--- src/rtl/vpa_pkg.sv ---
// Package: shared widths and types of the vectored interrupt priority arbiter.
// Assumes 8-bit vectors, so every map covers 256 vectors.
package vpa_pkg;
    localparam int VEC_W   = 8;
    localparam int NUM_VEC = 1 << VEC_W;
    localparam int CLS_W   = 4;
    typedef logic [VEC_W-1:0]   vec_t;
    typedef logic [NUM_VEC-1:0] vec_map_t;
endpackage

--- src/rtl/vpa_hi_find.sv ---
// Highest-set-bit finder for a bitmap split into words.
// Each word gets its own local search (generate). The highest non-empty word then wins.
// Assumes N is a multiple of WORD_W and both are powers of two.
module vpa_hi_find #(
    parameter int N      = 256,
    parameter int WORD_W = 32
) (
    input  logic [N-1:0]         map,
    output logic [$clog2(N)-1:0] idx,
    output logic                 none
);
    localparam int NW = N / WORD_W;
    localparam int BW = $clog2(WORD_W);
    localparam int WW = $clog2(NW);

    logic [NW-1:0]    word_any;
    logic [NW*BW-1:0] word_hi_flat;

    for (genvar w = 0; w < NW; w++) begin : g_word
        logic [BW-1:0] hi_b;
        // purpose: highest set bit inside this word
        always_comb begin
            hi_b = '0;
            for (int b = 0; b < WORD_W; b++)
                if (map[w*WORD_W + b]) hi_b = BW'(b);
        end
        assign word_any[w] = |map[w*WORD_W +: WORD_W];
        assign word_hi_flat[w*BW +: BW] = hi_b;
    end

    // purpose: pick the highest non-empty word and join word and bit numbers
    always_comb begin
        none = ~|word_any;
        idx  = '0;
        for (int w = 0; w < NW; w++)
            if (word_any[w]) idx = {WW'(w), word_hi_flat[w*BW +: BW]};
    end
endmodule

--- src/rtl/vpa_ppr_calc.sv ---
// Processor priority: task priority, or the class of the top in-service vector
// when that class is higher. Purely combinational.
module vpa_ppr_calc
    import vpa_pkg::*;
(
    input  vec_t tpr,
    input  vec_t isr_top,
    input  logic isr_none,
    output vec_t ppr
);
    vec_t isr_eff;

    // purpose: choose between task priority and in-service class
    always_comb begin
        isr_eff = isr_none ? '0 : isr_top;
        if (tpr[VEC_W-1 -: CLS_W] >= isr_eff[VEC_W-1 -: CLS_W])
            ppr = tpr;
        else
            ppr = {isr_eff[VEC_W-1 -: CLS_W], {(VEC_W-CLS_W){1'b0}}};
    end
endmodule

--- src/rtl/vec_prio_arb.sv ---
// Vectored interrupt priority arbiter top.
// Holds the waiting, in-service and trigger maps and the task priority, and
// offers the highest deliverable vector. End-of-interrupt retires the top
// in-service vector. Assumes a single clock, a synchronous active-low reset,
// and that int_ack is only meaningful while int_valid is high.
module vec_prio_arb
    import vpa_pkg::*;
#(
    parameter int WORD_W  = 32,
    parameter int MIN_VEC = 16
) (
    input  logic        clk,
    input  logic        rst_n,
    input  logic        hw_en,
    input  logic        sw_en,
    input  logic        req_valid,
    input  logic [7:0]  req_vec,
    input  logic        req_level,
    output logic        req_accepted,
    output logic        req_dropped,
    input  logic        tpr_wr,
    input  logic [31:0] tpr_wdata,
    output logic        int_valid,
    output logic [7:0]  int_vec,
    input  logic        int_ack,
    input  logic        eoi,
    output logic        eoi_bcast_valid,
    output logic [7:0]  eoi_bcast_vec,
    output logic [7:0]  ppr
);
    localparam int LOW_W = VEC_W - CLS_W;

    vec_map_t irr_q, isr_q, tmr_q;
    vec_map_t irr_d, isr_d, tmr_d;
    vec_t     tpr_q, tpr_d, ppr_q, ppr_d;
    vec_t     irr_top, isr_top, isrn_top;
    logic     irr_none, isr_none, isrn_none;
    logic     req_ok, was_pend, newly, take, retire, retire_lvl;

    vpa_hi_find #(.N(NUM_VEC), .WORD_W(WORD_W)) u_irr_find (
        .map(irr_q), .idx(irr_top), .none(irr_none));
    vpa_hi_find #(.N(NUM_VEC), .WORD_W(WORD_W)) u_isr_find (
        .map(isr_q), .idx(isr_top), .none(isr_none));
    vpa_hi_find #(.N(NUM_VEC), .WORD_W(WORD_W)) u_isrn_find (
        .map(isr_d), .idx(isrn_top), .none(isrn_none));
    vpa_ppr_calc u_ppr (
        .tpr(tpr_d), .isr_top(isrn_top), .isr_none(isrn_none), .ppr(ppr_d));

    // purpose: offer the top waiting vector when its class beats the priority
    always_comb begin
        int_valid = !irr_none &&
                    ({irr_top[VEC_W-1 -: CLS_W], {LOW_W{1'b0}}} > ppr_q);
        int_vec   = int_valid ? irr_top : '0;
    end

    // purpose: decode request, acknowledge and retirement events
    always_comb begin
        req_ok     = req_valid && hw_en && sw_en && (req_vec >= vec_t'(MIN_VEC));
        was_pend   = irr_q[req_vec];
        newly      = req_ok && !was_pend;
        take       = int_ack && int_valid;
        retire     = eoi && !isr_none;
        retire_lvl = retire && tmr_q[isr_top];
    end

    // purpose: next state of the maps and task priority
    always_comb begin
        irr_d = irr_q;
        isr_d = isr_q;
        tmr_d = tmr_q;
        tpr_d = tpr_q;
        if (take) begin
            isr_d[irr_top] = 1'b1;
            irr_d[irr_top] = 1'b0;
        end
        if (retire) begin
            isr_d[isr_top] = 1'b0;
            tmr_d[isr_top] = 1'b0;
        end
        if (newly) irr_d[req_vec] = 1'b1;
        if (newly && req_level)          tmr_d[req_vec] = 1'b1;
        else if (req_ok && !req_level)   tmr_d[req_vec] = 1'b0;
        if (tpr_wr) tpr_d = tpr_wdata[VEC_W-1:0];
    end

    // purpose: state registers with synchronous reset
    always_ff @(posedge clk) begin
        if (!rst_n) begin
            irr_q <= '0;
            isr_q <= '0;
            tmr_q <= '0;
            tpr_q <= '0;
            ppr_q <= '0;
        end else begin
            irr_q <= irr_d;
            isr_q <= isr_d;
            tmr_q <= tmr_d;
            tpr_q <= tpr_d;
            ppr_q <= ppr_d;
        end
    end

    // purpose: registered request response and retirement broadcast
    always_ff @(posedge clk) begin
        if (!rst_n) begin
            req_accepted    <= 1'b0;
            req_dropped     <= 1'b0;
            eoi_bcast_valid <= 1'b0;
            eoi_bcast_vec   <= '0;
        end else begin
            req_accepted    <= newly;
            req_dropped     <= req_valid && !newly;
            eoi_bcast_valid <= retire_lvl;
            eoi_bcast_vec   <= retire_lvl ? isr_top : '0;
        end
    end

    assign ppr = ppr_q;
endmodule

--- config.mk ---
export PLATFORM = sky130hd
export DESIGN_NAME = vec_prio_arb
export DESIGN_NICKNAME = d
export VERILOG_FILES = /design/src/rtl/vpa_pkg.sv /design/src/rtl/vpa_hi_find.sv /design/src/rtl/vpa_ppr_calc.sv /design/src/rtl/vec_prio_arb.sv
export SDC_FILE = /design/constraint.sdc
export NUM_CORES = 2
export LEC_CHECK = 0
export CELL_PAD_IN_SITES_DETAIL_PLACEMENT = 1
export CELL_PAD_IN_SITES_GLOBAL_PLACEMENT = 1
export CORE_MARGIN = 4
export CORE_UTILIZATION = 44
export CTS_CLUSTER_DIAMETER = 200
export DETAILED_ROUTE_END_ITERATION = 10
export DONT_BUFFER_PORTS = 1
export PLACE_DENSITY = 0.84
export SLEW_MARGIN = 20
export SYNTH_ARGS = -nofsm -noshare
export SYNTH_HDL_FRONTEND = slang
export SYNTH_HIERARCHICAL = 1
export SYNTH_SLANG_ARGS = --single-unit
--- constraint.sdc ---
create_clock -name clk -period 7.6 [get_ports clk]
set_clock_uncertainty 0.1 [all_clocks]
set_input_delay 1.14 -clock clk [delete_from_list [all_inputs] [get_ports clk]]
set_output_delay 1.14 -clock clk [all_outputs]
set_load 0.01 [all_outputs]
==> flow_summary.toml <==
[critical_path]
r2r-start = "irr_q[40]"
cp.required_ns = 8.04
cp-endpoint = "ppr[7]"
path_max_fanout = 15
slowest_delay_ns = 0.59
worstPathArrival_ns = 8.05
startpoint = "irr_q[40]"
slowest_stage = "or4_1"
rr_worst_depth = 31
criticalPathCategory = "flip-flop to flip-flop"
critPathLaunchType = "flip-flop"
r2r-end = "ppr[7]"
crit_path_end_kind = "flip-flop"
r2r_slack_ns = -0.009

[floorplanning]
core_area_sq_mm = 0.0967
die_x_um = 320
die_h_um = 320
start_util_pct = 44.4
placementRows = 114
ios = 77
die-area_sq_mm = 0.103

[power_and_ir_drop]
p_per_area_mw_per_mm2 = 173
clkPwrFrac_pct = 50.5
swShare_pct = 24.6
seqPwrFrac_pct = 44.5
vdd_drop_max_mv = 0.167
intPower_mw = 7.08
total_power_mw = 9.39
pwr-share-comb_pct = 5.0
p_switching_mw = 2.31
leakagePower_nw = 19.9

[timing]
tightest_slew_ns = 1.73
fin_tns_setup_ns = -0.00920
slew_violations = 227
setup_viol = 1
finalCritPeriodShare_pct = 100
max_freq_mhz = 131
layout_min_cycle_time_ns = 7.61
hold_viol = 0
setup_ws_ns = -0.00920
holdWs_ns = 0.335
relSlewSlack_pct = -15.5

[cells_and_area]
nets = 6053
synthToLayoutAreaGrowth_pct = 26.2
stdcell_count = 7359
layout-drive-gt1-share_pct = 22.1
fillers = 11600
utilization_pct = 56.0
fin_area_sq_mm = 0.0542

[detailed_routing]
ant_nets = 0
wl_per_cell_um = 33.4
wl_um = 246000
drc = 0
first_pass_iters = 9
viasPerCell = 7.09
first_iter_violations = 8213
vias = 52100

[logic_synthesis]
synth_area_sq_mm = 0.0429
ys_warn_count = 6
syn_area_per_cell_sq_um = 7.87
synth_cells = 5458
syn_nets = 5515

[clock_tree]
cts_tree = "done"
cts_sinks = 795
clk_pin_slew_worst_paths_ns = 0.06
cts-buffers-inserted = 92
clockRootBuffer = "clkbuf_16"
cts.path.max_buffers = 3
clock_latency_ns = 0.68
cts-htree-levels = 3

[run_status]
status = "finished, violations left"
violations = "slew limit, setup timing"

[placement]
dp_cells = 7156
dpl-instance-area_sq_mm = 0.0502
io_buffers = 0
dp_slack_ns = -0.313
gp_congestion = 1.04
hpwlAfterDp_um = 172000

[global_route]
antenna_found_initial = 18
grt_pass1_wl_um = 349000
track_usage_pct = 45.5
overflow = 0
grt_max_degree = 672
grt_pass1_vias = 50900

[flow_run]
cap_viol_max_count = 0

[min_path]
hold_depth = 2
worstHoldPathType = "flip-flop to flip-flop"
hp-start = "tmr_q[14]"
## flip-flops by register name (all words and copies together), names as in the netlist
register and cells:
req_accepted 1, req_dropped 1, eoi_bcast_vec 8, irr_q 256
tpr_q 8, ppr 8, tmr_q 256, isr_q 256
eoi_bcast_valid 1
## how the worst min path moves through the flow
stage / to / slack [ns]
after CTS: tmr_q[11] / 0.33
after detailed placement: tmr_q[11] / 0.32
after floorplan: tmr_q[10] / 0.31
after global placement: tmr_q[2] / 0.32
final: tmr_q[14] / 0.33
after global routing: tmr_q[5] / 0.35
## cells in the final DEF (no fill, tap or decap), types with 28 or more instances in the layout
cell type and count:
nor2b_1 60, o2111ai_1 69, a2bb2oi_1 44, nand4_1 36
o211ai_1 77, or4_1 33, dfxtp_1 795, mux4_2 116
nor3_1 185, o21a_1 68, mux2i_1 51, nor4_2 46
a21boi_0 95, clkbuf_16 94, o22ai_1 303, nand2b_1 46
a21oi_1 400, buf_4 820, o21ai_0 519, and2_1 172
nor4_1 118, nand2_1 645, nor2_1 424, buf_12 49
nand3_1 167, inv_1 105, a31oi_1 42, a32oi_1 28
## power by group through the flow
stage / Sequential [mW] / Clock [mW] / Combinational, mW
4_1_cts: 4.18 / 4.72 / 0.431
6_report: 4.18 / 4.74 / 0.473
3_5_place_dp: 4.27 / 0 / 0.424
2_1_floorplan: 4.27 / 0 / 0.258
3_3_place_gp: 4.27 / 0 / 0.418
5_1_grt: 4.18 / 4.90 / 0.467
## area by class of cell
cell class	instances	area [sq um]	share of cell area, %
diodes	13	32.5	0.0600
multi-input cells	4121	25800	47.7
well taps	1276	1600	2.95
flip-flops and latches	795	15900	29.4
inverters	107	402	0.741
clock inverters	29	395	0.730
repair buffers	879	7280	13.4
clock buffers	139	2720	5.02
## layer usage
metal | global-route usage (%) | vias to the layer above | wire length, um
li1 | - | 21400 | -
met1 | 56.2 | 25500 | 88400
met2 | 66.0 | 4028 | 101000
met3 | 14.4 | 1239 | 32800
met4 | 34.7 | 12 | 23400
met5 | 0 | - | 89
## critical path, delay by kind of cell, from the launching register on
family	cells	cell delay, ns
and+or+nand+nor	13	3.40
muxes	1	0.16
buffers and inverters	6	1.07
adders and majority gates	1	0.32
DFF	1	0.34
AOI/OAI and AO/OA	10	2.08
## timing repair
action	in CTS	in global routing
hold buffers	0	0
setup endpoints to repair	8	8
gates resized for setup	16	107
buffers inserted	0	21
pin swaps	1	33
gates cloned	0	1
Power figures use the tool's default switching activity.
